$ cat src/rtl/cal_pkg.sv
`timescale 1ns/1ps
package cal_pkg;

   typedef struct packed {
      logic [7:0] cent;
      logic [7:0] yr;
      logic [7:0] mon;
      logic [7:0] date;
      logic [7:0] dow;
      logic [7:0] hr;
      logic [7:0] min;
      logic [7:0] sec;
   } cal_time_t;

   localparam logic [3:0] A_CTRL = 4'h8;
   localparam logic [3:0] A_SEC  = 4'h9;
   localparam logic [3:0] A_MIN  = 4'hA;
   localparam logic [3:0] A_HR   = 4'hB;
   localparam logic [3:0] A_DOW  = 4'hC;
   localparam logic [3:0] A_DATE = 4'hD;
   localparam logic [3:0] A_MON  = 4'hE;
   localparam logic [3:0] A_YR   = 4'hF;

   localparam int unsigned CHAIN_LEN = 7;

   // lower bound of each chained field: sec, min, hr, date, mon, yr, cent
   function automatic logic [7:0] chain_lo(input int unsigned idx);
      case (idx)
         3, 4:    chain_lo = 8'h01;
         default: chain_lo = 8'h00;
      endcase
   endfunction

   // upper bound of each chained field; the date bound is computed elsewhere
   function automatic logic [7:0] chain_hi(input int unsigned idx);
      case (idx)
         0, 1:    chain_hi = 8'h59;
         2:       chain_hi = 8'h23;
         4:       chain_hi = 8'h12;
         5:       chain_hi = 8'h99;
         6:       chain_hi = 8'h39;
         default: chain_hi = 8'h31;
      endcase
   endfunction

endpackage

$ cat src/rtl/cal_prescaler.sv
`timescale 1ns/1ps
module cal_prescaler #(
   parameter int unsigned DIV = 32768
) (
   input  logic clk,
   input  logic rst_n,
   input  logic run,
   input  logic clear,
   output logic pulse
);
   localparam int unsigned CNT_W = (DIV > 2) ? $clog2(DIV) : 1;
   localparam logic [CNT_W-1:0] LAST = CNT_W'(DIV - 1);

   logic [CNT_W-1:0] cnt_q;

   assign pulse = run && !clear && (cnt_q == LAST);

   always_ff @(posedge clk) begin
      if (!rst_n || clear) begin
         cnt_q <= '0;
      end else if (run) begin
         if (cnt_q == LAST) cnt_q <= '0;
         else               cnt_q <= cnt_q + 1'b1;
      end
   end
endmodule

$ cat src/rtl/cal_bcd_step.sv
`timescale 1ns/1ps
module cal_bcd_step (
   input  logic [7:0] val,
   input  logic [7:0] lo,
   input  logic [7:0] hi,
   input  logic       inc,
   output logic [7:0] nxt
);
   always_comb begin
      if (!inc) begin
         nxt = val;
      end else if (val >= hi) begin
         nxt = lo;
      end else if (val[3:0] >= 4'd9) begin
         nxt = {val[7:4] + 4'd1, 4'h0};
      end else begin
         nxt = val + 8'd1;
      end
   end
endmodule

$ cat src/rtl/cal_day_limit.sv
`timescale 1ns/1ps
module cal_day_limit (
   input  logic [7:0] mon,
   input  logic       yr_tens_lsb,
   input  logic [1:0] yr_ones_lo,
   output logic [7:0] last_date
);
   logic leap;

   // A BCD year is a multiple of four when an even tens digit meets ones
   // 0/4/8, or an odd tens digit meets ones 2/6.
   assign leap = yr_tens_lsb ? (yr_ones_lo == 2'b10) : (yr_ones_lo == 2'b00);

   always_comb begin
      case (mon)
         8'h02:                      last_date = leap ? 8'h29 : 8'h28;
         8'h04, 8'h06, 8'h09, 8'h11: last_date = 8'h30;
         default:                    last_date = 8'h31;
      endcase
   end
endmodule

$ cat src/rtl/bcd_calendar.sv
`timescale 1ns/1ps
module bcd_calendar
   import cal_pkg::*;
#(
   parameter int unsigned PRESCALE_DIV      = 32768,
   parameter bit          OSC_STOP_AT_RESET = 1'b1,
   parameter logic [7:0]  RESET_CENTURY     = 8'h20
) (
   input  logic       clk,
   input  logic       rst_n,
   input  logic       osc_tick,
   input  logic       cs_n,
   input  logic       wr_n,
   input  logic [3:0] addr,
   input  logic [7:0] wdata,
   output logic [7:0] rdata
);
   localparam cal_time_t RESET_TIME = '{
      cent: RESET_CENTURY, yr: 8'h00, mon: 8'h01, date: 8'h01,
      dow: 8'h01, hr: 8'h00, min: 8'h00, sec: 8'h00};

   generate
      if (PRESCALE_DIV < 2) begin : g_bad_div
         $error("PRESCALE_DIV must be at least 2");
      end
      if (RESET_CENTURY > 8'h39 || RESET_CENTURY[3:0] > 4'd9) begin : g_bad_cent
         $error("RESET_CENTURY must be BCD 00 to 39");
      end
   endgenerate

   cal_time_t cnt_q, cnt_next, view_q, view_wr;
   logic      osc_stop_q, wbit_q, rbit_q;
   logic      host_wr, ctrl_wr, commit, hold, sec_pulse;
   logic [7:0] last_date;

   assign host_wr = !cs_n && !wr_n;
   assign ctrl_wr = host_wr && (addr == A_CTRL);
   assign commit  = ctrl_wr && wbit_q && !wdata[7];
   assign hold    = wbit_q || rbit_q;

   // ---------------- prescaler ----------------
   cal_prescaler #(.DIV(PRESCALE_DIV)) u_presc (
      .clk   (clk),
      .rst_n (rst_n),
      .run   (osc_tick && !osc_stop_q),
      .clear (commit),
      .pulse (sec_pulse)
   );

   // ---------------- month length ----------------
   cal_day_limit u_limit (
      .mon         (cnt_q.mon),
      .yr_tens_lsb (cnt_q.yr[4]),
      .yr_ones_lo  (cnt_q.yr[1:0]),
      .last_date   (last_date)
   );

   // ---------------- carry chain ----------------
   logic [7:0]           cur_v [CHAIN_LEN];
   logic [7:0]           hi_v  [CHAIN_LEN];
   logic [7:0]           nxt_v [CHAIN_LEN];
   logic [CHAIN_LEN-1:0] inc_v;
   logic [7:0]           dow_nxt;

   assign cur_v = '{cnt_q.sec, cnt_q.min, cnt_q.hr, cnt_q.date,
                    cnt_q.mon, cnt_q.yr, cnt_q.cent};
   assign inc_v[0] = sec_pulse;

   generate
      for (genvar i = 0; i < CHAIN_LEN; i++) begin : g_chain
         if (i == 3) begin : g_date_hi
            assign hi_v[i] = last_date;
         end else begin : g_const_hi
            assign hi_v[i] = chain_hi(i);
         end
         cal_bcd_step u_step (
            .val (cur_v[i]),
            .lo  (chain_lo(i)),
            .hi  (hi_v[i]),
            .inc (inc_v[i]),
            .nxt (nxt_v[i])
         );
         if (i < CHAIN_LEN - 1) begin : g_carry
            assign inc_v[i+1] = inc_v[i] && (cur_v[i] >= hi_v[i]);
         end
      end
   endgenerate

   // day of week advances with the date
   cal_bcd_step u_dow (
      .val (cnt_q.dow),
      .lo  (8'h01),
      .hi  (8'h07),
      .inc (inc_v[3]),
      .nxt (dow_nxt)
   );

   always_comb begin
      cnt_next      = cnt_q;
      cnt_next.sec  = nxt_v[0];
      cnt_next.min  = nxt_v[1];
      cnt_next.hr   = nxt_v[2];
      cnt_next.date = nxt_v[3];
      cnt_next.mon  = nxt_v[4];
      cnt_next.yr   = nxt_v[5];
      cnt_next.cent = nxt_v[6];
      cnt_next.dow  = dow_nxt;
   end

   // ---------------- host view with write merge ----------------
   always_comb begin
      view_wr = view_q;
      if (host_wr) begin
         case (addr)
            A_CTRL: view_wr.cent = wdata & 8'h3F;
            A_SEC:  view_wr.sec  = wdata & 8'h7F;
            A_MIN:  view_wr.min  = wdata & 8'h7F;
            A_HR:   view_wr.hr   = wdata & 8'h3F;
            A_DOW:  view_wr.dow  = wdata & 8'h07;
            A_DATE: view_wr.date = wdata & 8'h3F;
            A_MON:  view_wr.mon  = wdata & 8'h1F;
            A_YR:   view_wr.yr   = wdata;
            default: ;
         endcase
      end
   end

   always_ff @(posedge clk) begin
      if (!rst_n) begin
         cnt_q      <= RESET_TIME;
         view_q     <= RESET_TIME;
         osc_stop_q <= OSC_STOP_AT_RESET;
         wbit_q     <= 1'b0;
         rbit_q     <= 1'b0;
      end else begin
         cnt_q  <= commit ? view_wr : cnt_next;
         view_q <= hold ? view_wr : cnt_q;
         if (host_wr && addr == A_SEC) osc_stop_q <= wdata[7];
         if (ctrl_wr) begin
            wbit_q <= wdata[7];
            rbit_q <= wdata[6];
         end
      end
   end

   // ---------------- read mux ----------------
   always_comb begin
      rdata = 8'h00;
      if (!cs_n) begin
         case (addr)
            A_CTRL: rdata = {wbit_q, rbit_q, view_q.cent[5:0]};
            A_SEC:  rdata = {osc_stop_q, view_q.sec[6:0]};
            A_MIN:  rdata = view_q.min;
            A_HR:   rdata = view_q.hr;
            A_DOW:  rdata = view_q.dow;
            A_DATE: rdata = view_q.date;
            A_MON:  rdata = view_q.mon;
            A_YR:   rdata = view_q.yr;
            default: rdata = 8'h00;
         endcase
      end
   end
endmodule

$ cat config.mk
export PLATFORM = sky130hd
export DESIGN_NAME = bcd_calendar
export DESIGN_NICKNAME = d
export VERILOG_FILES = /design/src/rtl/cal_pkg.sv /design/src/rtl/cal_prescaler.sv /design/src/rtl/cal_bcd_step.sv /design/src/rtl/cal_day_limit.sv /design/src/rtl/bcd_calendar.sv
export SDC_FILE = /design/constraint.sdc
export NUM_CORES = 1
export LEC_CHECK = 0
export BUFFER_PORTS_ARGS = -buffer_cell sky130_fd_sc_hd__buf_2
export CAP_MARGIN = 20
export CELL_PAD_IN_SITES_DETAIL_PLACEMENT = 1
export CELL_PAD_IN_SITES_GLOBAL_PLACEMENT = 2
export CORE_AREA = 2 2 139 168
export CTS_CLUSTER_DIAMETER = 100
export CTS_CLUSTER_SIZE = 28
export DETAILED_ROUTE_END_ITERATION = 12
export DIE_AREA = 0 0 141 170
export PLACE_DENSITY = 0.83
export SLEW_MARGIN = 40
export SYNTH_ARGS = -nofsm -noshare
export SYNTH_HDL_FRONTEND = slang
export SYNTH_SLANG_ARGS = --single-unit
$ cat constraint.sdc
create_clock -name clk -period 3.84 [get_ports clk]
set_clock_uncertainty 0.15 [all_clocks]
set_input_delay 0.192 -clock clk [delete_from_list [all_inputs] [get_ports clk]]
set_output_delay 0.192 -clock clk [all_outputs]
set_load 0.05 [all_outputs]
### Word-level counts from Yosys, hierarchy flattened

Index checks and enable logic that the tools add are counted.
Widths: inputs -> output; s select.

* add/subtract/negate cells: 17
* multipliers: 0
* divide/modulo/power cells: 0
* $lt $le $gt $ge: 16
* equal/unequal tests: 15
* shift-type cells: 0
* multiplexer cells: 41
* bitwise operators: 0
* reductions and logical operators: 31

Operator list (number)
* $mux 8: 33
* $mux 64: 3
* $add 8x1->8 const B: 8
* $pmux 8 s8: 1
* $add 4x1->4 const B: 8
* $eq 4x4->1 const B: 8
* $ge 4x4->1 const B: 8
* $eq 8x3->1 const B: 2
* $ge 8x6->1 const B: 2
* $ge 8x7->1 const B: 2
* $pmux 8 s2: 1
* $add 15x1->15 const B: 1
* $eq 15x15->1 const B: 1
* $mux 15: 1
* $logic_and 1x1->1: 14
* $reduce_bool 2->1: 7
* $eq 8x2->1 const B: 1
* $eq 8x4->1 const B: 1
* $eq 8x5->1 const B: 1
* $ge 8x3->1 const B: 1
* $ge 8x5->1 const B: 1
* $ge 8x8->1: 1
* $ge 8x8->1 const B: 1
* $logic_not 1->1: 6
* 5 further kinds: 7

* register bits after elaboration: 146
* latch bits: 0
* memory bits (writable): 0
* bits in read-only memories: 0
* input bits: 17
* word-level logic and storage cells: 140
* memories: 0

### Longest topological paths before layout

* depth after elaboration: 16
* gate-level depth with buffers: 15
* gate-level depth less buffers: 14

### Hierarchy

From an unflattened synthesis, not the netlist that was laid out.

* cell total of the unflattened synthesis: 1469
* area, all modules: 11556.1 um2

Modules (own cells, without submodules)
* bcd_calendar: times used 1, cells an instance 698, area each 5895.7 um2
* cal_bcd_step (g_chain[1].u_step ...): times used 7, cells an instance 84, area each 604.3 um2
* cal_prescaler: times used 1, cells an instance 80, area each 715.7 um2
* cal_bcd_step (g_chain[0].u_step): times used 1, cells an instance 85, area each 583.1 um2
* cal_day_limit: times used 1, cells an instance 18, area each 131.4 um2

### Worst setup path after synthesis

OpenSTA, ideal clock, no wires.

* kind: register -> register
* start: register cnt_q[45] (netlist name)
* end: register cnt_q[53] (netlist name)
* library setup time: 80 ps
* data arrival time: 2923 ps
* path slack: 688 ps
* stages on the path, launching flop included: 16
* buffers on the path: 1
* clock period less this slack: 3152 ps
* path through: dfxtp_1 inv_1 ha_1 mux2_2 nand2_1 o21ai_0 and2_1 a21oi_1 ha_1 nor4b_1 o21ai_1 or2_2 buf_2 a31o_2 o221a_2 a211oi_2

* longest elaborated chain between the ends: 7
* elaborated cells on any way between the ends: 12
* those cells by class: 2 x order compare; 5 x eq/ne; 1 x mux; 4 x reduce/logical

RTL lines
* start, declared: RTL line bcd_calendar.sv:31 `cal_time_t cnt_q, cnt_next, view_q, view_wr;`
* start signal, assigned: RTL line bcd_calendar.sv:136 `cnt_q <= commit ? view_wr : cnt_next;`
* $eq 8x3->1 (tied with other cells): RTL line cal_day_limit.sv:15 `case (mon)`
* $reduce_or 4->1: RTL line cal_day_limit.sv:15
* $pmux 8 s2: RTL line cal_day_limit.sv:15
* $ge 8x8->1: RTL line bcd_calendar.sv:84 `assign inc_v[i+1] = inc_v[i] && (cur_v[i] >= hi_v[i]);`
* $logic_and 1x1->1: RTL line bcd_calendar.sv:84
* $logic_and 1x1->1 *: RTL line bcd_calendar.sv:84
* $reduce_bool 2->1 (no source line) *

Mark *: on every way between the ends. The rest lies on a longest branch, timed or not.
A chain may end at the register's enable or synchronous reset.

### Final worst setup path

* start: register cnt_q[44] (netlist name)
* end: register cnt_q[51] (netlist name)

Same word-level chain as after synthesis.

==> run summary <==
outcome: completed
GRT Util Overall: 24.7%
CP max-delay cell: dfxtp_1
reg2reg path depth: 14
worst path required time: 4.05 ns
GPL Wtd Cong: 0.843
CTS tree: built
Reg clk slew, reported paths: 0.06 ns
RSZ-0062 raised after global routing: false
synth top area cells: dfxtp_1 (34%), ha_1 (7.0%), mux2i_1 (6.4%)
# Post-CTS Setup Buffers: 0
Final HPWL DP: 20.0 mm
DR DRC count: 0
delay of the slowest critical-path stage: 0.45 ns
final setup violation count: 0
worst path cell trace: inv_1 > ha_1 > mux2_2 > nand2_1 > o21ai_0 > and2_1 > a21oi_1 > ha_1 > nor4b_1 > o21ai_1 > or2_2 > a31oi_4 > o21ai_0 > a21oi_1
1st-pass router iterations: 5
layout cells sized above 1: 10.3%
FF+latch count, synth: 144
Tmin final: 3.55 ns
FP Rows: 60
setup tns final: 0 ns
fin util: 42.8%
Hold Path Depth: 4
met2 WL: 14.2 mm
met1 WL: 13.2 mm
number of global-route vias before repair: 8030
final non-filler cell total: 1333
Crit. path cell count: 14
Worst-Margin Slew: 0.856 ns
largest net degree at the start of global routing: 102
antenna violations before repair: 1
routed wire length: 28.9 mm
Slew headroom: 42.9%
area grow syn2layout: 11.7%
crit end category: flip-flop
Leak Pwr: 3.57 nW
via/cell ratio: 5.95
worst hold path class: in -> reg
crit share post-route: 92.5%
synthesized area: 8540 um^2
Syn Area/Cell: 8.16 um^2
Main synth FF type: dfxtp_1
Max Root-Sink Buffers: 2
critical path's top delay family: compound AO/OA/AOI/OAI gates
number of flops mapped to enable cells by yosys: 0
syn_nets: 1112
cell taking the most area after synthesis: dfxtp_1
WP buf/inv: 1
Max Cap Viol: 0
top cell type's share of synthesized area: 33.7%
fraction of registers with async set/reset: 0%
placed cell count: 1298
WL per Instance: 21.6 um
WS Path Type: reg -> reg
Buffers on Ports: 24
remaining antenna violation count: 0
global route total overflow: 0
top layer in use: met4
top-level I/O count: 25
CP Max Fanout: 9
PwrDens: 366 nW/um^2
VDD IR max: 0.000316 V
post-synth cell types: 81
worst skew pair latency: 0.43 ns
fmax: 0.282 GHz
Post-Synthesis Cells: 1047
Via Count: 7933
synth warn: 0
Core Area: 22300 um^2
Seq/Total Area, Yosys: 33.7%
Initial Util: 38.3%
first-pass GRT wire length: 45.9 mm
WL met3: 762 um
clock sinks: 144
Worst setup SP type: flip-flop
drt first-iter violations: 355
max-slew violations: 0
Final #Nets: 1105
CTS root buffer: clkbuf_16
TritonCTS Buffers: 17
Critical Path AT: 3.76 ns
Die H: 170 um
die width: 141 um
die area: 24000 um^2
Hold Vio Cnt, Final: 0
H-tree Lvls: 4
## what timing repair did
item | in CTS | in global routing
hold buffers | 2 | 0
gates resized for setup | 0 | 0
hold endpoints to repair | 3 | 0
## sequential cells by signal, indices dropped and copies added, names as in the netlist
| register | flops |
|---|---|
| cnt_q | 64 |
| osc_stop_q | 1 |
| rbit_q | 1 |
| u_presc.cnt_q | 15 |
| view_q | 62 |
| wbit_q | 1 |
## per-layer routing
layer  vias to the layer above  GRT usage (%)
li1                       3802              -
met1                      3980           31.5
met2                       112           42.4
met3                        39           3.71
met4                         0           8.48
met5                         -              0
## where the power goes
| part | leakage [nW] | switching (mW) | total, mW | internal [mW] |
|---|---|---|---|---|
| clock network | 0.303 | 0.672 | 1.83 | 1.16 |
| registers | 1.16 | 0.00597 | 1.51 | 1.50 |
| logic | 2.11 | 0.114 | 0.152 | 0.0379 |
| total | 3.57 | 0.792 | 3.49 | 2.70 |
## placed cells by master, fill, tap and decap left out, types with 6 or more instances in the layout
| cell type | n |
|---|---|
| nand2b_1 | 7 |
| a311oi_1 | 9 |
| nand2_1 | 92 |
| o22ai_1 | 6 |
| a21oi_1 | 63 |
| a32oi_1 | 6 |
| o31ai_1 | 8 |
| dfxtp_1 | 144 |
| nor2_1 | 128 |
| mux2i_1 | 55 |
| xnor2_1 | 9 |
| ha_1 | 48 |
| buf_4 | 15 |
| nor2b_1 | 17 |
| inv_1 | 42 |
| a211oi_1 | 64 |
| nand3_1 | 60 |
| o32ai_1 | 8 |
| and2_1 | 7 |
| o21ai_0 | 48 |
| and3_1 | 11 |
| clkbuf_16 | 17 |
| a31oi_1 | 11 |
| buf_2 | 24 |
| nor3_1 | 13 |
| o211ai_1 | 12 |
| mux2_2 | 6 |
## synth_stat cells (8+ instances only)
cell / number
o21ai_0: 48
nor3_1: 13
a311oi_1: 9
nor2_1: 129
mux2i_1: 55
o211ai_1: 12
o32ai_1: 8
a21oi_1: 63
clkbuf_1: 46
a31oi_1: 11
nand2_1: 92
xnor2_1: 9
nand3_1: 60
inv_1: 42
dfxtp_1: 144
buf_2: 12
and3_1: 11
ha_1: 48
o31ai_1: 9
nor2b_1: 17
a211oi_1: 64
## cell families (layout without fill, tap and decap cells)
group                      Yosys count  after routing  synth area share (%)
adders and majority gates           48             48                  7.03
xor gates and xnor gates            13             13                  1.33
muxes                               61             61                  7.23
other                                0              1                     0
AOI/OAI and AO/OA                  291            291                  23.6
DFF                                144            144                  33.7
buffers and inverters              111            117                  5.24
and+or+nand+nor                    379            379                  21.8
## stage by stage
step | setup slack [ns] | hold slack [ns] | cell area [um^2] | power (mW)
floorplan | 0.688 | 0.189 | 8540 | 1.63
global placement | 0.497 | 0.294 | 8870 | 1.69
detailed placement | 0.314 | 0.299 | 8870 | 1.69
CTS | 0.298 | 0.000127 | 9540 | 3.51
global route | 0.00936 | 0.0227 | 9540 | 3.59
finish | 0.289 | 0.0149 | 9540 | 3.49
## worst min-delay path: cells and delay by family
family	cells	cell delay (ns)
AND/OR/NAND/NOR	2	0.15
buffers and inverters	1	0.11
AO/OA/AOI/OAI	1	0.08
## cell type report
type | instances | area, um^2
Antenna cell | 1 | 2.50
Clock buffer | 24 | 492
Clock inverter | 8 | 151
Fill cell | 2649 | 12800
Inverter | 43 | 163
Multi-Input combinational cell | 792 | 5230
Sequential cell | 144 | 2880
Tap cell | 279 | 349
Timing Repair Buffer | 42 | 273
## worst paths after layout
| check | startpoint | endpoint | slack [ns] |
|---|---|---|---|
| worst max register to register | cnt_q[44] | cnt_q[51] | 0.29 |
| worst min register to register | cnt_q[62] | cnt_q[62] | 0.31 |
| worst min-delay path | wr_n | view_q[56] | 0.01 |
| worst max-delay path | cnt_q[44] | cnt_q[51] | 0.29 |
(Power assumes the default switching activity.)
